### src/rtl/pwm_timer_pkg.sv
package pwm_timer_pkg;

    localparam int PRE_W = 10;
    localparam int SEL_W = 3;

    typedef enum logic {
        DIR_UP   = 1'b0,
        DIR_DOWN = 1'b1
    } dir_e;

    typedef enum logic [1:0] {
        WM_OFF    = 2'b00,
        WM_RSVD   = 2'b01,
        WM_CLR_UP = 2'b10,
        WM_SET_UP = 2'b11
    } wmode_e;

    typedef struct packed {
        logic [SEL_W-1:0] clksel;
        wmode_e           wmode;
    } ctrl_t;

    // log2 of the division ratio for each clock-select code
    function automatic int unsigned tap_width(input logic [SEL_W-1:0] sel);
        case (sel)
            3'd2:    return 3;
            3'd3:    return 5;
            3'd4:    return 6;
            3'd5:    return 7;
            3'd6:    return 8;
            3'd7:    return 10;
            default: return 0;
        endcase
    endfunction

endpackage

### src/rtl/pwm_prescaler.sv
module pwm_prescaler
    import pwm_timer_pkg::*;
(
    input  logic             clk,
    input  logic             rst,
    input  logic [SEL_W-1:0] sel,
    output logic             tick
);
    logic [PRE_W-1:0] pre_q;
    logic [PRE_W:0]   mask_w;
    logic [PRE_W-1:0] mask;

    always_ff @(posedge clk) begin
        if (rst || sel == '0) pre_q <= '0;
        else                  pre_q <= pre_q + PRE_W'(1);
    end

    always_comb begin
        mask_w = ((PRE_W+1)'(1) << tap_width(sel)) - (PRE_W+1)'(1);
        mask   = mask_w[PRE_W-1:0];
        tick   = (sel != '0) && ((pre_q & mask) == mask);
    end

    // divided ticks are single-cycle pulses
    p_single_pulse_r3: assert property (@(posedge clk) disable iff (rst)
        (sel > 3'd1 && tick) |=> (!tick || sel != $past(sel)));

endmodule

### src/rtl/pwm_updown_counter.sv
module pwm_updown_counter
    import pwm_timer_pkg::*;
#(
    parameter int W = 8
) (
    input  logic         clk,
    input  logic         rst,
    input  logic         tick,
    input  logic         load,
    input  logic [W-1:0] load_val,
    output logic [W-1:0] cnt_q,
    output dir_e         dir_q
);
    localparam logic [W-1:0] TOP = {W{1'b1}};

    logic [W-1:0] nxt;
    dir_e         dir_n;

    always_comb begin
        nxt   = cnt_q;
        dir_n = dir_q;
        if (dir_q == DIR_UP) begin
            if (cnt_q == TOP) begin
                nxt   = TOP - W'(1);
                dir_n = DIR_DOWN;
            end else begin
                nxt = cnt_q + W'(1);
                if (nxt == TOP) dir_n = DIR_DOWN;
            end
        end else begin
            if (cnt_q == '0) begin
                nxt   = W'(1);
                dir_n = DIR_UP;
            end else begin
                nxt = cnt_q - W'(1);
                if (nxt == '0) dir_n = DIR_UP;
            end
        end
    end

    always_ff @(posedge clk) begin
        if (rst) begin
            cnt_q <= '0;
            dir_q <= DIR_UP;
        end else if (load) begin
            cnt_q <= load_val;
        end else if (tick) begin
            cnt_q <= nxt;
            dir_q <= dir_n;
        end
    end

    p_step_r2: assert property (@(posedge clk) disable iff (rst)
        (tick && !load) |=> (cnt_q == $past(cnt_q) + W'(1) || cnt_q == $past(cnt_q) - W'(1)));

    p_hold_r2: assert property (@(posedge clk) disable iff (rst)
        (!tick && !load) |=> $stable(cnt_q));

    p_top_turn_r2: assert property (@(posedge clk) disable iff (rst)
        (tick && !load && cnt_q == TOP) |=> (dir_q == DIR_DOWN && cnt_q == TOP - W'(1)));

endmodule

### src/rtl/pwm_compare_out.sv
module pwm_compare_out
    import pwm_timer_pkg::*;
#(
    parameter int W = 8
) (
    input  logic         clk,
    input  logic         rst,
    input  logic         tick,
    input  logic         load,
    input  logic [W-1:0] cnt,
    input  logic [W-1:0] cmp,
    input  dir_e         dir,
    input  wmode_e       wmode,
    output logic         match_q,
    output logic         wave_q
);
    logic blk_q;
    logic hit;

    assign hit = tick && !blk_q && !load && (cnt == cmp);

    always_ff @(posedge clk) begin
        if (rst) begin
            blk_q   <= 1'b0;
            match_q <= 1'b0;
            wave_q  <= 1'b0;
        end else begin
            if (load)      blk_q <= 1'b1;
            else if (tick) blk_q <= 1'b0;
            match_q <= hit;
            if (hit && wmode[1])
                wave_q <= (dir == DIR_UP) ? (wmode == WM_SET_UP) : (wmode == WM_CLR_UP);
        end
    end

    p_blocked_r8: assert property (@(posedge clk) disable iff (rst)
        (blk_q && tick) |=> !match_q);

    p_detached_r7: assert property (@(posedge clk) disable iff (rst)
        (!wmode[1]) |=> $stable(wave_q));

    p_clear_up_r5: assert property (@(posedge clk) disable iff (rst)
        (hit && wmode == WM_CLR_UP && dir == DIR_UP) |=> !wave_q);

    p_set_up_r6: assert property (@(posedge clk) disable iff (rst)
        (hit && wmode == WM_SET_UP && dir == DIR_UP) |=> wave_q);

    p_match_tick_r4: assert property (@(posedge clk) disable iff (rst)
        match_q |-> $past(tick));

endmodule

### src/rtl/pwm_phase_timer.sv
module pwm_phase_timer
    import pwm_timer_pkg::*;
#(
    parameter int CNT_W = 8
) (
    input  logic             clk,
    input  logic             rst,
    input  logic             cnt_we,
    input  logic [CNT_W-1:0] cnt_wdata,
    input  logic             cmp_we,
    input  logic [CNT_W-1:0] cmp_wdata,
    input  logic             ctrl_we,
    input  logic [SEL_W-1:0] ctrl_clksel,
    input  logic [1:0]       ctrl_wmode,
    output logic [CNT_W-1:0] count_o,
    output logic [CNT_W-1:0] compare_o,
    output logic             wave_o,
    output logic             wave_oe_o,
    output logic             match_o
);
    ctrl_t            ctrl_q;
    logic [CNT_W-1:0] cmp_q;
    logic             tick;
    dir_e             dir;
    logic             wave_lvl;

    always_ff @(posedge clk) begin
        if (rst) begin
            ctrl_q <= '{clksel: '0, wmode: WM_OFF};
            cmp_q  <= '0;
        end else begin
            if (ctrl_we) ctrl_q <= '{clksel: ctrl_clksel, wmode: wmode_e'(ctrl_wmode)};
            if (cmp_we)  cmp_q  <= cmp_wdata;
        end
    end

    pwm_prescaler u_pre (
        .clk  (clk),
        .rst  (rst),
        .sel  (ctrl_q.clksel),
        .tick (tick)
    );

    pwm_updown_counter #(.W(CNT_W)) u_cnt (
        .clk      (clk),
        .rst      (rst),
        .tick     (tick),
        .load     (cnt_we),
        .load_val (cnt_wdata),
        .cnt_q    (count_o),
        .dir_q    (dir)
    );

    pwm_compare_out #(.W(CNT_W)) u_cmp (
        .clk     (clk),
        .rst     (rst),
        .tick    (tick),
        .load    (cnt_we),
        .cnt     (count_o),
        .cmp     (cmp_q),
        .dir     (dir),
        .wmode   (ctrl_q.wmode),
        .match_q (match_o),
        .wave_q  (wave_lvl)
    );

    assign compare_o = cmp_q;
    assign wave_oe_o = ctrl_q.wmode[1];
    assign wave_o    = wave_oe_o ? wave_lvl : 1'b0;

endmodule

### config.mk
export PLATFORM = sky130hd
export DESIGN_NAME = pwm_phase_timer
export DESIGN_NICKNAME = d
export VERILOG_FILES = /design/src/rtl/pwm_timer_pkg.sv /design/src/rtl/pwm_prescaler.sv /design/src/rtl/pwm_updown_counter.sv /design/src/rtl/pwm_compare_out.sv /design/src/rtl/pwm_phase_timer.sv
export SDC_FILE = /design/constraint.sdc
export NUM_CORES = 1
export LEC_CHECK = 0
export BUFFER_PORTS_ARGS = -buffer_cell sky130_fd_sc_hd__buf_2
export CELL_PAD_IN_SITES_DETAIL_PLACEMENT = 0
export CELL_PAD_IN_SITES_GLOBAL_PLACEMENT = 2
export CORE_MARGIN = 2
export CORE_UTILIZATION = 32
export CTS_CLUSTER_SIZE = 25
export DETAILED_ROUTE_END_ITERATION = 8
export GPL_ROUTABILITY_DRIVEN = 0
export GPL_TIMING_DRIVEN = 0
export PLACE_DENSITY = 0.87
export SYNTH_ARGS = -nofsm -noshare
export SYNTH_HDL_FRONTEND = slang
export SYNTH_SLANG_ARGS = --single-unit
### constraint.sdc
create_clock -name clk -period 3.2 [get_ports clk]
set_input_delay 0.48 -clock clk [delete_from_list [all_inputs] [get_ports clk]]
set_output_delay 0.48 -clock clk [all_outputs]
set_load 0.03 [all_outputs]
==> results of run 1 <==
-- where the power goes --
part	internal [W]	switching (W)	leakage, nW
registers	0.000455	0.0000225	0.287
logic	0.000107	0.000175	0.762
clock network	0.000176	0.000158	0.0484
total	0.000739	0.000356	1.10
-- per-layer routing --
metal	global-route usage, %	routed length, um
met1	25.8	3230
met2	25.5	2780
met3	2.99	327
met4	4.55	64
met5	0	0
-- path summary, 6_finish.rpt --
kind	slack [ns]	startpoint	end
worst max-delay path	0.60	ctrl_q[4]	u_cnt.cnt_q[4]
worst min-delay path	0.43	ctrl_clksel[0]	ctrl_q[2]
worst max register to register	0.60	ctrl_q[4]	u_cnt.cnt_q[4]
worst min register to register	0.48	u_pre.pre_q[0]	u_pre.pre_q[0]
-- critical path: stages (launching register included) --
cell	delay (ns)
dfxtp_1	0.39
nor2_2	0.17
clkinv_2	0.08
ha_1	0.28
o22ai_1	0.14
or4_4	0.56
nor3_2	0.38
o311ai_0	0.26
a221oi_2	0.27
-- stage by stage --
step           worst slack, ns  cells  instance area, sq um  total power, W
6_report                 0.601    419                  2700         0.00109
3_5_place_dp             0.659    411                  2610        0.000769
3_3_place_gp             0.665    411                  2610        0.000768
2_1_floorplan            0.925    274                  2280        0.000689
5_1_grt                  0.390    419                  2700         0.00115
4_1_cts                  0.629    419                  2700         0.00111
-- cell usage in the layout, fill, tap and decap left out, types with 2 or more instances in the layout --
cell type and count:
nor3_1 3, o22ai_1 2, or2_2 2, xnor2_1 15
o21ai_0 6, a221oi_2 4, o41ai_1 3, or4_4 2
a41oi_1 2, nand3b_1 2, a21oi_1 11, buf_1 2
o31ai_1 3, xor2_1 7, clkbuf_1 15, nor4_1 2
and3_1 9, o211ai_1 2, nor2_1 37, nand2b_1 2
nand3_1 10, mux2i_1 13, o32ai_1 2, dfxtp_1 35
nor2_2 2, nand4_1 4, o311ai_0 3, or4_1 3
clkbuf_8 6, o41ai_2 2, ha_1 6, inv_1 12
buf_2 44, a31oi_1 6, nand2_1 17
-- cells by family (layout without fill, tap and decap cells) --
group           Yosys count  in the layout
buf+inv                  33             82
simple gates            103            103
other cells               1              1
compound gates           60             60
fa+ha+maj                 6              6
flops                    35             35
xor+xnor                 22             22
mux                      14             14
-- state kept, by name, summed over array words and instances (netlist names) --
| name | cells |
|---|---|
| u_cnt.dir_q | 1 |
| u_cmp.wave_q | 1 |
| wave_oe_o | 1 |
| u_cnt.cnt_q | 8 |
| u_cmp.blk_q | 1 |
| u_cmp.match_q | 1 |
| u_pre.pre_q | 10 |
| compare_o | 8 |
| ctrl_q | 4 |
-- cell usage after synthesis (3+ instances only) --
cell,number,area share (%)
buf_2,3,0.66
xor2_1,7,2.7
nor2_1,37,6.1
o31ai_1,3,0.99
a221oi_2,4,2.6
dfxtp_1,35,31
o311ai_0,3,1.2
clkbuf_1,14,2.3
o21ai_0,6,1.3
a21oi_1,11,2.4
and3_1,9,2.5
nand2_1,17,2.8
mux2i_1,13,5.7
ha_1,6,3.3
nor3_1,3,0.66
xnor2_1,15,5.8
inv_1,12,2.0
or4_1,3,0.99
nand4_1,4,1.1
o41ai_1,3,1.2
a31oi_1,6,1.6
nand3_1,10,2.2
-- final cells by class --
class                           count  area [sq um]
Sequential cell                    35           701
Tap cell                           96           120
Buffer                             20          82.6
Clock inverter                      1          8.76
Timing Repair Buffer               41           205
Fill cell                         763          4130
Clock buffer                        7          86.3
Multi-Input combinational cell    206          1450
Inverter                           13          50.0
==> impl_summary.log, run 1 <==
[metrics] result of the run: finished, final reports clean
[metrics] drt first-iter violations: 174
[metrics] post-synthesis simple-gate area fraction: 24.2%
[metrics] count of TritonRoute iterations in the first routing pass: 4
[metrics] synthesized instance count: 274
[metrics] Netlist Area Pre-Place: 2280 sq um
[metrics] type of element capturing the critical path: flop
[metrics] number of max-cap violations: 0
[metrics] Synth Area in Adders: 3.29%
[metrics] layout cell share with drive strength beyond 1: 23.2%
[metrics] worst hold-check path type: in -> reg
[metrics] commonest register cell after synthesis: dfxtp_1
[metrics] post-cts sizing count: 0
[metrics] Tmin final: 2.60 ns
[metrics] IR drop worst, VDD: 0.000241 V
[metrics] worst skew pair latency: 0.28 ns
[metrics] endpoints failing setup: 0
[metrics] Avg Synthesized Cell Area: 8.33 sq um
[metrics] final sum of negative setup slack: 0 ns
[metrics] Yosys reg bits: 35
[metrics] maximum fanout along the worst path: 7
[metrics] number of primary I/O pins: 45
[metrics] via count of the routed design: 2162
[metrics] area of the core region: 6830 sq um
[metrics] number of setup buffers added after CTS: 0
[metrics] max-slew violation count: 0
[metrics] number of antenna violations at the first check in global routing: 0
[metrics] share of cell area taken by muxes after synthesis: 6.19%
[metrics] floorplan die area: 7830 sq um
[metrics] Root Buffer: clkbuf_8
[metrics] count of flip-flops with a built-in enable after synthesis: 0
[metrics] total count of hold-check failures in the final report: 0
[metrics] FFs w/ async S/R, synth: 0%
[metrics] number of buffers created by CTS: 5
[metrics] Core Util, Final: 39.6%
[metrics] complex-gate fraction of the synthesized area: 21.3%
[metrics] leftover overflow at the end of global routing: 0
[metrics] wirelength, routed: 6410 um
[metrics] number of synthesis warnings: 0
[metrics] hold_ws: 0.428 ns
[metrics] # DRC: 0
[metrics] buffers added on ports: 41
[metrics] average via count per standard cell: 5.16
[metrics] Final nets: 354
[metrics] relative slew slack: 56.7%
[metrics] RSZ-0062 raised after global routing: no
[metrics] initial core utilization: 33.4%
[metrics] number of nets still failing antenna checks after routing: 0
[metrics] clock transition at the registers of the reported paths: 0.07 ns
[metrics] Peak Freq: 0.385 GHz
[metrics] growth of design area from synthesis to finish: 18.4%
[metrics] number of rows created at floorplan: 30
[metrics] XOR/XNOR share of the synthesized area: 8.44%
[metrics] data required time of the worst path: 3.40 ns
[metrics] Pleak: 1.10 nW
[metrics] number of antenna diodes: 0
[metrics] H-tree depth reported by CTS: 2
[metrics] startpoint type of the worst setup path: flop
[metrics] Data arrival, critical path: 2.79 ns
[metrics] chip height: 88.5 um
[metrics] dominant combinational cell family by area after synthesis: simple AND/OR/NAND/NOR gates
[metrics] part of the Yosys area used for sequential elements: 30.7%
[metrics] die width: 88.5 um
[metrics] placed wire-length estimate: 4840 um
[metrics] clk_skew: 0.0114 ns
[metrics] CTS tree: done
[metrics] global-route usage over all layers: 17.3%
[metrics] total power per unit cell area: 405 nW/um^2
[metrics] largest net degree at the start of global routing: 12
[metrics] syn_nets: 306
[metrics] Cells on Worst Hold Path: 3
[metrics] depth of the worst register-to-register path: 8
[metrics] Unique masters post-synth: 60
[metrics] count of hold-fix buffers inserted at cts: 0
[metrics] Tcrit/Tclk final: 81.2%
[metrics] wire length per cell: 15.3 um
[metrics] category of the critical setup timing path: reg -> reg
[metrics] vias in the first global route: 2102
[metrics] Worst-Margin Slew: 0.644 ns
[metrics] largest buffer count on any clock path: 2
[metrics] clock sink total: 35
[metrics] wire length of the first global-routing pass: 10600 um
No activity file was read; power rests on OpenSTA's default activity.
==> run 2: changes to the inputs <==
--- a/config.mk
+++ b/config.mk
@@ -5,16 +5,17 @@
 export SDC_FILE = /design/constraint.sdc
 export NUM_CORES = 1
 export LEC_CHECK = 0
+export ABC_AREA = 1
 export BUFFER_PORTS_ARGS = -buffer_cell sky130_fd_sc_hd__buf_2
 export CELL_PAD_IN_SITES_DETAIL_PLACEMENT = 0
 export CELL_PAD_IN_SITES_GLOBAL_PLACEMENT = 2
 export CORE_MARGIN = 2
-export CORE_UTILIZATION = 32
+export CORE_UTILIZATION = 26
 export CTS_CLUSTER_SIZE = 25
 export DETAILED_ROUTE_END_ITERATION = 8
 export GPL_ROUTABILITY_DRIVEN = 0
 export GPL_TIMING_DRIVEN = 0
-export PLACE_DENSITY = 0.87
+export PLACE_DENSITY = 0.84
 export SYNTH_ARGS = -nofsm -noshare
 export SYNTH_HDL_FRONTEND = slang
 export SYNTH_SLANG_ARGS = --single-unit
==> constraint.sdc (replaced) <==
create_clock -name clk -period 2.3 [get_ports clk]
set_input_delay 0.345 -clock clk [delete_from_list [all_inputs] [get_ports clk]]
set_output_delay 0.345 -clock clk [all_outputs]
set_load 0.03 [all_outputs]
==> run 2 against run 1 <==
  * Sequential power up 44%
  * Global-route usage down 2.5 points
  * Synthesized cell count up 29%
  * Critical path type unchanged
  * Critical endpoint is now u_cnt.cnt_q[7]
==> impl_summary.log, run 2 <==
[metrics] result of the run: finished, final reports clean (unchanged)
[metrics] data required time of the worst path: 2.46 ns (was 3.40 ns)
[metrics] worst skew pair latency: 0.29 ns (was 0.28 ns)
[metrics] number of setup buffers added after CTS: 0 (unchanged)
[metrics] number of buffers created by CTS: 5 (unchanged)
[metrics] synthesized instance count: 353 (was 274)
[metrics] synth cell count leaders: nand2_1 (86), nor2_1 (59), inv_1 (37) (was nor2_1 (37), dfxtp_1 (35), nand2_1 (17))
[metrics] IR drop worst, VDD: 0.000254 V (was 0.000241 V)
[metrics] leftover overflow at the end of global routing: 0 (unchanged)
[metrics] count of hold-fix buffers inserted at cts: 0 (unchanged)
[metrics] largest buffer count on any clock path: 2 (unchanged)
[metrics] Yosys reg bits: 35 (unchanged)
[metrics] slack of the worst reg-to-reg path: 0.24 ns (was 0.60 ns)
[metrics] maximum fanout along the worst path: 8 (was 7)
[metrics] Worst-Margin Slew: 0.572 ns (was 0.644 ns)
[metrics] clock sink total: 35 (unchanged)
[metrics] Final nets: 436 (was 354)
[metrics] number of max-cap violations: 0 (unchanged)
[metrics] count of flip-flops with a built-in enable after synthesis: 0 (unchanged)
[metrics] Pleak: 1.23 nW (was 1.10 nW)
[metrics] wire length per cell: 12.3 um (was 15.3 um)
[metrics] synth top area cells: dfxtp_1 (32%), nand2_1 (15%), nor2_1 (10%) (was dfxtp_1 (31%), nor2_1 (6.1%), xnor2_1 (5.8%))
[metrics] library cell with the highest instance count after synthesis: nand2_1 (was nor2_1)
[metrics] buffers added on ports: 44 (was 41)
[metrics] number of flip-flops in the largest register: 10 (unchanged)
[metrics] via count of the routed design: 2279 (was 2162)
[metrics] crit path from: u_cnt.cnt_q[0] (was ctrl_q[4])
[metrics] depth of the worst register-to-register path: 9 (was 8)
[metrics] drt first-iter violations: 76 (was 174)
[metrics] category of the critical setup timing path: reg -> reg (unchanged)
[metrics] number of synthesis warnings: 0 (unchanged)
[metrics] worst hold-check path type: in -> reg (unchanged)
[metrics] most frequent cells in the layout: nand2_1 (86), nor2_1 (58), buf_2 (47), inv_1 (37), dfxtp_1 (35) (was buf_2 (44), nor2_1 (37), dfxtp_1 (35), nand2_1 (17))
[metrics] global-route usage over all layers: 14.7% (was 17.3%)
[metrics] Tmin final: 2.06 ns (was 2.60 ns)
[metrics] final sum of negative setup slack: 0 ns (unchanged)
[metrics] number of antenna diodes: 0 (unchanged)
[metrics] total power per unit cell area: 637 nW/um^2 (was 405 nW/um^2)
[metrics] Unique masters post-synth: 28 (was 60)
[metrics] growth of design area from synthesis to finish: 20.7% (was 18.4%)
[metrics] average via count per standard cell: 4.47 (was 5.16)
[metrics] die width: 95.6 um (was 88.5 um)
[metrics] wire length of the first global-routing pass: 10400 um (was 10600 um)
[metrics] Peak Freq: 0.486 GHz (was 0.385 GHz)
[metrics] CTS tree: done (unchanged)
[metrics] worst r2r dst: u_cnt.cnt_q[7] (was u_cnt.cnt_q[4])
[metrics] syn_nets: 385 (was 306)
[metrics] startpoint type of the worst setup path: flop (unchanged)
[metrics] Largest Register: u_pre.pre_q (unchanged)
[metrics] RSZ-0062 raised after global routing: no (unchanged)
[metrics] most common library cell in the layout ignoring fill and taps: nand2_1 (was buf_2)
[metrics] total count of hold-check failures in the final report: 0 (unchanged)
[metrics] placed wire-length estimate: 4890 um (was 4840 um)
[metrics] commonest register cell after synthesis: dfxtp_1 (unchanged)
[metrics] wirelength, routed: 6270 um (was 6410 um)
[metrics] Root Buffer: clkbuf_8 (unchanged)
[metrics] number of antenna violations at the first check in global routing: 0 (unchanged)
[metrics] clock transition at the registers of the reported paths: 0.08 ns (was 0.07 ns)
[metrics] Tcrit/Tclk final: 89.4% (was 81.2%)
[metrics] dominant cell type by area after synthesis: dfxtp_1 (unchanged)
[metrics] part of the Yosys area used for sequential elements: 32.1% (was 30.7%)
[metrics] chip height: 95.6 um (was 88.5 um)
[metrics] Netlist Area Pre-Place: 2180 sq um (was 2280 sq um)
[metrics] max-slew violation count: 0 (unchanged)
[metrics] startpoint of the worst register-to-register path: u_cnt.cnt_q[0] (was ctrl_q[4])
[metrics] capture point of the critical path: u_cnt.cnt_q[7] (was u_cnt.cnt_q[4])
[metrics] initial core utilization: 26.7% (was 33.4%)
[metrics] FFs w/ async S/R, synth: 0% (unchanged)
[metrics] largest net degree at the start of global routing: 13 (was 12)
[metrics] count of TritonRoute iterations in the first routing pass: 4 (unchanged)
[metrics] endpoints failing setup: 0 (unchanged)
[metrics] number of primary I/O pins: 45 (unchanged)
[metrics] number of rows created at floorplan: 33 (was 30)
[metrics] vias in the first global route: 2202 (was 2102)
[metrics] hold_ws: 0.277 ns (was 0.428 ns)
[metrics] layout cell share with drive strength beyond 1: 17.3% (was 23.2%)
[metrics] relative slew slack: 61.9% (was 56.7%)
[metrics] # DRC: 0 (unchanged)
[metrics] clk_skew: 0.00612 ns (was 0.0114 ns)
[metrics] area of the core region: 8180 sq um (was 6830 sq um)
[metrics] type of element capturing the critical path: flop (unchanged)
[metrics] area share of the largest cell type after synthesis: 32.1% (was 30.7%)
[metrics] Avg Synthesized Cell Area: 6.19 sq um (was 8.33 sq um)
[metrics] Data arrival, critical path: 2.21 ns (was 2.79 ns)
[metrics] floorplan die area: 9150 sq um (was 7830 sq um)
[metrics] H-tree depth reported by CTS: 2 (unchanged)
[metrics] number of nets still failing antenna checks after routing: 0 (unchanged)
[run 2: changes by cell type in the layout (fill, tap and decap cells not counted), moves of 4 or more]
| cell | delta |
|---|---|
| xnor2_1 | -11 |
| a221oi_2 | -4 |
| nand3_1 | +23 |
| inv_1 | +25 |
| nor2_1 | +21 |
| o21ai_0 | +25 |
| nor2_2 | +4 |
| a21oi_1 | +12 |
| mux2i_1 | -13 |
| clkbuf_1 | -11 |
| and3_1 | -9 |
| a31oi_1 | -6 |
| nand2_1 | +69 |
[run 2: cells by family after synthesis]
kind of cell	Yosys count	synth area share, %
xor gates and xnor gates	8	3.21
buffers and inverters	49	8.94
adders and majority gates	6	3.44
DFF	35	32.1
and+or+nand+nor	196	38.5
other	1	0.172
AOI/OAI and AO/OA	58	13.7
[run 2: what timing repair did]
action                                  in CTS  in global routing
resized for setup                            0                  1
endpoints found under the setup margin       0                  3
hold endpoints to repair                     0                  0
[run 2: through the flow]
stage | power [W] | setup slack [ns] | utilization, % | std cells | instance area (sq um)
global placement | 0.00119 | 0.128 | 31.0 | 502 | 2530
detailed placement | 0.00119 | 0.153 | 31.0 | 502 | 2530
CTS | 0.00170 | 0.128 | 32.2 | 510 | 2630
floorplan | 0.00105 | 0.411 | - | 353 | 2180
global route | 0.00180 | 0.0429 | 32.2 | 510 | 2640
finish | 0.00168 | 0.244 | 32.2 | 510 | 2640
[run 2: metal layers]
layer,vias up,global-route usage [%],share of wire [%]
met2,38,24.7,45
met4,0,4.52,1.4
met3,8,2.85,3.8
met1,1001,19.0,49
li1,1232,-,-
met5,-,0,0
[run 2: how the worst min path moves through the flow]
| stage | end | cells after the start | startpoint | slack (ns) |
|---|---|---|---|---|
| finish | wave_oe_o | 3 | ctrl_wmode[1] | 0.28 |
| global placement | u_pre.pre_q[9] | 2 | u_pre.pre_q[9] | 0.45 |
| floorplan | u_pre.pre_q[0] | 1 | u_pre.pre_q[0] | 0.43 |
| detailed placement | u_pre.pre_q[0] | 1 | u_pre.pre_q[0] | 0.45 |
| global route | compare_o[6] | 3 | cmp_wdata[6] | 0.26 |
| CTS | compare_o[6] | 3 | cmp_wdata[6] | 0.27 |
[run 2: power breakdown]
group          switching (W)  total (W)  internal [W]
combinational       0.000323   0.000486      0.000163
sequential         0.0000429   0.000687      0.000644
clock               0.000262   0.000507      0.000245
total               0.000627    0.00168       0.00105
[run 2: final cells by class]
cell class	instances	area, sq um
flip-flops and latches	35	701
fillers	928	5540
multi-input cells	269	1290
repair buffers	44	220
plain buffers	9	45.0
well taps	105	131
inverters	40	150
clock inverters	2	16.3
clock buffers	6	82.6
[run 2: critical path, cell delays in order, from the launching register on]
cell,delay (ns)
dfxtp_1,0.41
inv_1,0.28
ha_1,0.31
nand2_1,0.10
nor2_1,0.32
nor2_2,0.14
nand3_1,0.13
nand3_1,0.09
nand2_1,0.09
a21oi_1,0.05
